--- config.mk ---
export PLATFORM = sky130hd
export DESIGN_NAME = gpio_ctrl
export DESIGN_NICKNAME = d
export VERILOG_FILES = /design/src/rtl/gpio_ctrl_pkg.sv /design/src/rtl/gpio_sync.sv /design/src/rtl/gpio_irq_core.sv /design/src/rtl/gpio_ctrl.sv
export SDC_FILE = /design/constraint.sdc
export NUM_CORES = 1
export LEC_CHECK = 0
export BUFFER_PORTS_ARGS = -buffer_cell sky130_fd_sc_hd__buf_2
export CAP_MARGIN = 20
export CORE_MARGIN = 1
export CORE_UTILIZATION = 53
export CTS_CLUSTER_DIAMETER = 50
export DETAILED_ROUTE_END_ITERATION = 10
export HOLD_SLACK_MARGIN = 0.15
export PLACE_DENSITY = 0.72
export SKIP_CTS_REPAIR_TIMING = 1
export SLEW_MARGIN = 15
export SYNTH_ARGS = -nofsm -noshare
export SYNTH_HDL_FRONTEND = slang
export SYNTH_SLANG_ARGS = --single-unit
--- constraint.sdc ---
create_clock -name clk -period 1.2 [get_ports clk]
set_input_delay 0.24 -clock clk [delete_from_list [all_inputs] [get_ports clk]]
set_output_delay 0.24 -clock clk [all_outputs]
set_load 0.01 [all_outputs]
--- src/rtl/gpio_ctrl_pkg.sv ---
package gpio_ctrl_pkg;
  localparam int unsigned ADDR_W = 6;

  localparam logic [ADDR_W-1:0] OFS_MODE   = 6'h00;
  localparam logic [ADDR_W-1:0] OFS_DIR    = 6'h04;
  localparam logic [ADDR_W-1:0] OFS_DOUT   = 6'h08;
  localparam logic [ADDR_W-1:0] OFS_DIN    = 6'h0C;
  localparam logic [ADDR_W-1:0] OFS_PEND   = 6'h10;
  localparam logic [ADDR_W-1:0] OFS_CLR    = 6'h14;
  localparam logic [ADDR_W-1:0] OFS_MASK   = 6'h18;
  localparam logic [ADDR_W-1:0] OFS_UNMASK = 6'h1C;
  localparam logic [ADDR_W-1:0] OFS_POL    = 6'h20;
  localparam logic [ADDR_W-1:0] OFS_SENSE  = 6'h24;
  localparam logic [ADDR_W-1:0] OFS_FILT   = 6'h28;
endpackage

--- src/rtl/gpio_sync.sv ---
module gpio_sync #(
  parameter int W      = 32,
  parameter int STAGES = 2
) (
  input  logic         clk,
  input  logic         rst_n,
  input  logic [W-1:0] d_i,
  output logic [W-1:0] q_o
);
  logic [W-1:0] stg_q [STAGES];

  always_ff @(posedge clk or negedge rst_n) begin
    if (!rst_n) begin
      for (int s = 0; s < STAGES; s++) stg_q[s] <= '0;
    end else begin
      stg_q[0] <= d_i;
      for (int s = 1; s < STAGES; s++) stg_q[s] <= stg_q[s-1];
    end
  end

  assign q_o = stg_q[STAGES-1];
endmodule

--- src/rtl/gpio_irq_core.sv ---
module gpio_irq_core #(
  parameter int W = 32
) (
  input  logic         clk,
  input  logic         rst_n,
  input  logic [W-1:0] lvl_i,
  input  logic [W-1:0] mode_i,
  input  logic [W-1:0] pol_i,
  input  logic [W-1:0] sense_i,
  input  logic [W-1:0] clr_i,
  output logic [W-1:0] pend_o
);
  logic [W-1:0] act;
  logic [W-1:0] prev_q;
  logic [W-1:0] pend_q;

  assign act = lvl_i ^ pol_i;

  always_ff @(posedge clk or negedge rst_n) begin
    if (!rst_n) prev_q <= '0;
    else        prev_q <= act;
  end

  for (genvar i = 0; i < W; i++) begin : g_pin
    logic nxt;
    always_comb begin
      if (!mode_i[i])      nxt = 1'b0;
      else if (sense_i[i]) nxt = (pend_q[i] & ~clr_i[i]) | (act[i] & ~prev_q[i]);
      else                 nxt = act[i];
    end
    always_ff @(posedge clk or negedge rst_n) begin
      if (!rst_n) pend_q[i] <= 1'b0;
      else        pend_q[i] <= nxt;
    end
  end

  assign pend_o = pend_q;

  AST_GEN_NO_PEND: assert property (@(posedge clk) disable iff (!rst_n)
    1'b1 |=> (pend_q & ~$past(mode_i)) == '0);
  AST_LVL_STICKS: assert property (@(posedge clk) disable iff (!rst_n)
    1'b1 |=> (pend_q & $past(mode_i & ~sense_i & act)) == $past(mode_i & ~sense_i & act));
  AST_EDGE_HOLDS: assert property (@(posedge clk) disable iff (!rst_n)
    1'b1 |=> (pend_q & $past(pend_q & mode_i & sense_i & ~clr_i)) == $past(pend_q & mode_i & sense_i & ~clr_i));
endmodule

--- src/rtl/gpio_ctrl.sv ---
module gpio_ctrl
  import gpio_ctrl_pkg::*;
#(
  parameter int NPINS       = 32,
  parameter int SYNC_STAGES = 2
) (
  input  logic              clk,
  input  logic              rst_n,
  input  logic              req_valid,
  input  logic              req_write,
  input  logic [ADDR_W-1:0] req_addr,
  input  logic [NPINS-1:0]  req_wdata,
  output logic              rsp_valid,
  output logic [NPINS-1:0]  rsp_rdata,
  input  logic [NPINS-1:0]  pin_in,
  output logic [NPINS-1:0]  pin_out,
  output logic [NPINS-1:0]  pin_oe,
  output logic              irq
);
  logic [NPINS-1:0] mode_q, dir_q, dout_q, pol_q, sense_q, filt_q, mask_q;
  logic [NPINS-1:0] din_sync, pend, clr_vec, rd_mux;
  logic wr_en, rd_en;

  assign wr_en = req_valid & req_write;
  assign rd_en = req_valid & ~req_write;

  gpio_sync #(.W(NPINS), .STAGES(SYNC_STAGES)) u_sync (
    .clk(clk), .rst_n(rst_n), .d_i(pin_in), .q_o(din_sync)
  );

  assign clr_vec = (wr_en && req_addr == OFS_CLR) ? req_wdata : '0;

  gpio_irq_core #(.W(NPINS)) u_irq (
    .clk(clk), .rst_n(rst_n), .lvl_i(din_sync), .mode_i(mode_q),
    .pol_i(pol_q), .sense_i(sense_q), .clr_i(clr_vec), .pend_o(pend)
  );

  always_ff @(posedge clk or negedge rst_n) begin
    if (!rst_n) begin
      mode_q  <= '0;
      dir_q   <= '0;
      dout_q  <= '0;
      pol_q   <= '0;
      sense_q <= '0;
      filt_q  <= '0;
      mask_q  <= '1;
    end else if (wr_en) begin
      case (req_addr)
        OFS_MODE:   mode_q  <= req_wdata;
        OFS_DIR:    dir_q   <= req_wdata;
        OFS_DOUT:   dout_q  <= req_wdata;
        OFS_POL:    pol_q   <= req_wdata;
        OFS_SENSE:  sense_q <= req_wdata;
        OFS_FILT:   filt_q  <= req_wdata;
        OFS_MASK:   mask_q  <= mask_q | ~req_wdata;
        OFS_UNMASK: mask_q  <= mask_q & ~req_wdata;
        default: ;
      endcase
    end
  end

  always_comb begin
    case (req_addr)
      OFS_MODE:  rd_mux = mode_q;
      OFS_DIR:   rd_mux = dir_q;
      OFS_DOUT:  rd_mux = dout_q;
      OFS_DIN:   rd_mux = din_sync;
      OFS_PEND:  rd_mux = pend;
      OFS_MASK:  rd_mux = mask_q;
      OFS_POL:   rd_mux = pol_q;
      OFS_SENSE: rd_mux = sense_q;
      OFS_FILT:  rd_mux = filt_q;
      default:   rd_mux = '0;
    endcase
  end

  always_ff @(posedge clk or negedge rst_n) begin
    if (!rst_n) begin
      rsp_valid <= 1'b0;
      rsp_rdata <= '0;
    end else begin
      rsp_valid <= rd_en;
      if (rd_en) rsp_rdata <= rd_mux;
    end
  end

  assign pin_out = dout_q;
  assign pin_oe  = dir_q & ~mode_q;
  assign irq     = |(pend & ~mask_q);

  AST_RSP_ON_READ: assert property (@(posedge clk) disable iff (!rst_n)
    rd_en |=> rsp_valid);
  AST_NO_RSP_IDLE: assert property (@(posedge clk) disable iff (!rst_n)
    !rd_en |=> !rsp_valid);
  AST_UNMASK_TAKES: assert property (@(posedge clk) disable iff (!rst_n)
    (wr_en && req_addr == OFS_UNMASK) |=> (mask_q & $past(req_wdata)) == '0);
  AST_MASK_KEEPS: assert property (@(posedge clk) disable iff (!rst_n)
    (wr_en && req_addr == OFS_MASK) |=> (~mask_q & $past(mask_q | ~req_wdata)) == '0);
  AST_IRQ_NEEDS_PEND: assert property (@(posedge clk) disable iff (!rst_n)
    irq |-> (pend != '0));
endmodule

==> results.ini <==
[hold_path]
min_path_type=input port to register

[cells_and_area]
fin_cells=2342
final_common_cell=dfrtp_1
antenna_cells=0
drive_above_1_share=0.4985
area_growth_pct=51.20
mostFrequentLayoutCells=352 x dfrtp_1, 243 x buf_4, 132 x buf_2
final_nets=1988

[critical_path]
critPathSlowestCell=dfstp_2
startpoint=mask_q[15]$_DFFE_PN1P_
critPathMaxFanout=2
r2r-start=dir_q[16]$_DFFE_PN0P_
crit_required_ns=0.96
r2r_end=rsp_rdata[16]$_DFFE_PN0P_
cp.arrival_ns=2.05
start_kind=register
path_cells=o22ai_1, nor4_1, nand4_1, buf_2
crit_end=irq
slowest_delay_ns=0.55
worst-path-buf-inv=1
critical-path-top-delay-family=simple AND/OR/NAND/NOR gates
path_depth=4
crit_path_end_kind=output port
critPathKind=register to output port
ff2ff_setup_slack_ns=-0.39
reg2reg_depth=6

[place]
gp_congestion=0.8825
hpwl_microns=33250
dp_slack_ns=-0.7937
portBuffers=171
dp.cells=2074

[yosys]
synthesis.instances=1344
synth_area_per_cell_sq_um=12.35
synthArstFlopShare=1.000
synth.net_count=1418
seq_area_frac_synth=0.5831
synthDistinctLibCells=43
ys_ff_latch=385
synthesis.area_sq_mm=0.01659
synth_top_flop_cell=dfrtp_1
yosysWarnings=0
synth_edf_count=0

[timing]
setup_ws_ns=-1.090
worstMarginPinSlew_ns=0.4534
skew_ns=0.01076
rsz0062_at_grt=yes
slew-limit-headroom=0.6968
hold_violations=0
whs_ns=0.2575
post-route-min-period_ns=2.290
slew_violations=0
setup_viol=335
fmax_mhz=436.7
post-route-period-util=1.908

[grt]
grt-ovfl-total=0
grt_use_met3=0.05259
met2_usage=0.5003
busiest_layer=met2
grt_pass1_vias=13148
track_usage=0.3141
grt_pass1_wl_microns=75240
grt_max_degree=66
gr-usage-met1=0.4368
antenna_found_initial=1

[route]
wl_per_cell_microns=26.41
drc=0
vias=14748
drtIter0Drc=1666
vias_per_cell=6.297
firstDrtPassIters=6
ant_nets=0
drt-total-wl_microns=61860

[floorplanning]
core_area_sq_mm=0.03067
rows=64
initial_utilization=0.5410
io_pins=172
die_h_microns=178.9
fp.dieW_microns=178.9
fp.dieArea_sq_mm=0.03202

[cts]
path_clk_slew_ns=0.06
clk_root_buffer_cell=clkbuf_16
clk_path_buf_depth=3
cts_tree=built
htree_levels=2
cts-buffers-inserted=42
insertion_delay_ns=0.55
cts.sinks=385

[power_and_ir_drop]
max-vdd-ir-drop_v=0.001208
power_density_mw_per_mm2=1301
leakagePower_nw=12.12

[status]
outcome=complete, but fails checks
violations=setup timing

[run]
maxCapViolCount=0

-- sequential cells by signal, summed over array words and instances (netlist names) --
| signal | cells |
|---|---|
| rsp_valid | 1 |
| u_irq.prev_q | 32 |
| sense_q | 32 |
| u_sync.stg_q | 32 |
| u_irq.pend_o | 32 |
| mask_q | 32 |
| rsp_rdata | 32 |
| mode_q | 32 |
| filt_q | 32 |
| dir_q | 32 |
| pol_q | 32 |
| pin_out | 32 |
| u_sync.q_o | 32 |
-- report_power, final --
group | leakage [nW] | switching [W] | internal (W) | total, W
sequential | 4.96 | 0.000763 | 0.0140 | 0.0148
combinational | 6.47 | 0.00222 | 0.00259 | 0.00481
clock | 0.688 | 0.00539 | 0.00771 | 0.0131
-- how the worst min path moves through the flow --
stage,slack (ns),to,startpoint,cells past startpoint
floorplan,-0.06,dir_q[0]$_DFFE_PN0P_,rst_n,0
global placement,0.09,u_sync.q_o[19]$_DFF_PN0_,rst_n,1
detailed placement,0.09,u_sync.q_o[19]$_DFF_PN0_,rst_n,1
CTS,-0.49,u_sync.q_o[19]$_DFF_PN0_,rst_n,1
global route,0.25,rsp_valid$_DFF_PN0_,req_valid,4
finish,0.26,rsp_valid$_DFF_PN0_,req_valid,4
-- cell type report --
type	count	area, sq um
inverters	33	123.9
flip-flops and latches	385	9676
clock inverters	15	160.2
multi-input cells	849	7801
fillers	1447	5582
clock buffers	61	1246
repair buffers	603	5585
well taps	396	495.5
-- worst min-delay path, cell delays in order --
cell and delay (ns):
buf_2 0.14, nand2b_1 0.11, inv_1 0.12, buf_4 0.15
-- per-layer routing --
metal,vias up,share of wire
li1,5985,-
met1,7343,0.37
met2,1071,0.46
met3,347,0.10
met4,2,0.064
met5,-,0.00019
-- cells in the mapped netlist, types with 2 or more instances --
library cell  instances  area share
and3b_1               2      0.0011
inv_1                33      0.0075
nor2b_1              34       0.013
a21o_1               11      0.0050
a22oi_1              18      0.0081
nand3_1              15      0.0045
a21boi_0             32       0.014
a22o_1               25       0.013
buf_1                14      0.0032
nor4_1                5      0.0019
clkbuf_1             33      0.0075
a21oi_1              30      0.0090
dfstp_2              32       0.051
mux2_1               62       0.042
buf_4                 7      0.0032
mux2_2              130       0.088
o211ai_1              5      0.0023
a221oi_1             24       0.013
xor2_1               32       0.017
nor2_1                8      0.0018
nor3_1               35       0.011
o21ai_0              56       0.017
a221o_1              15      0.0090
nand2_1             140       0.032
nand2b_1              4      0.0015
o21a_1               19      0.0086
nand4_1               3      0.0011
a211oi_1              8      0.0036
nand3b_1             16      0.0072
dfrtp_1             353        0.53
mux2i_1              77       0.046
buf_2                23      0.0069
and2_1                2     0.00075
nor3b_2               2      0.0015
o22ai_1              24      0.0090
o21ai_1               8      0.0024
-- cell families after synthesis --
logic type	after synthesis	synth area share
flip-flops	385	0.5831
AO/OA/AOI/OAI	276	0.1149
AND/OR/NAND/NOR	272	0.08016
multiplexers	269	0.1768
buffers and inverters	110	0.02820
XOR/XNOR	32	0.01689
-- per-stage QoR --
stage	TNS (ns)	power (W)	util	area [sq um]
2_1_floorplan	-91.77	0.01631	-	17310
3_3_place_gp	-180.65	0.01823	0.6601	20240
3_5_place_dp	-186.83	0.01838	0.6601	20240
4_1_cts	-47.57	0.03134	0.7059	21650
5_1_grt	-61.32	0.03360	0.8180	25090
6_report	-54.65	0.03265	0.8180	25090
Note: power is estimated with default switching activity, not from simulation.
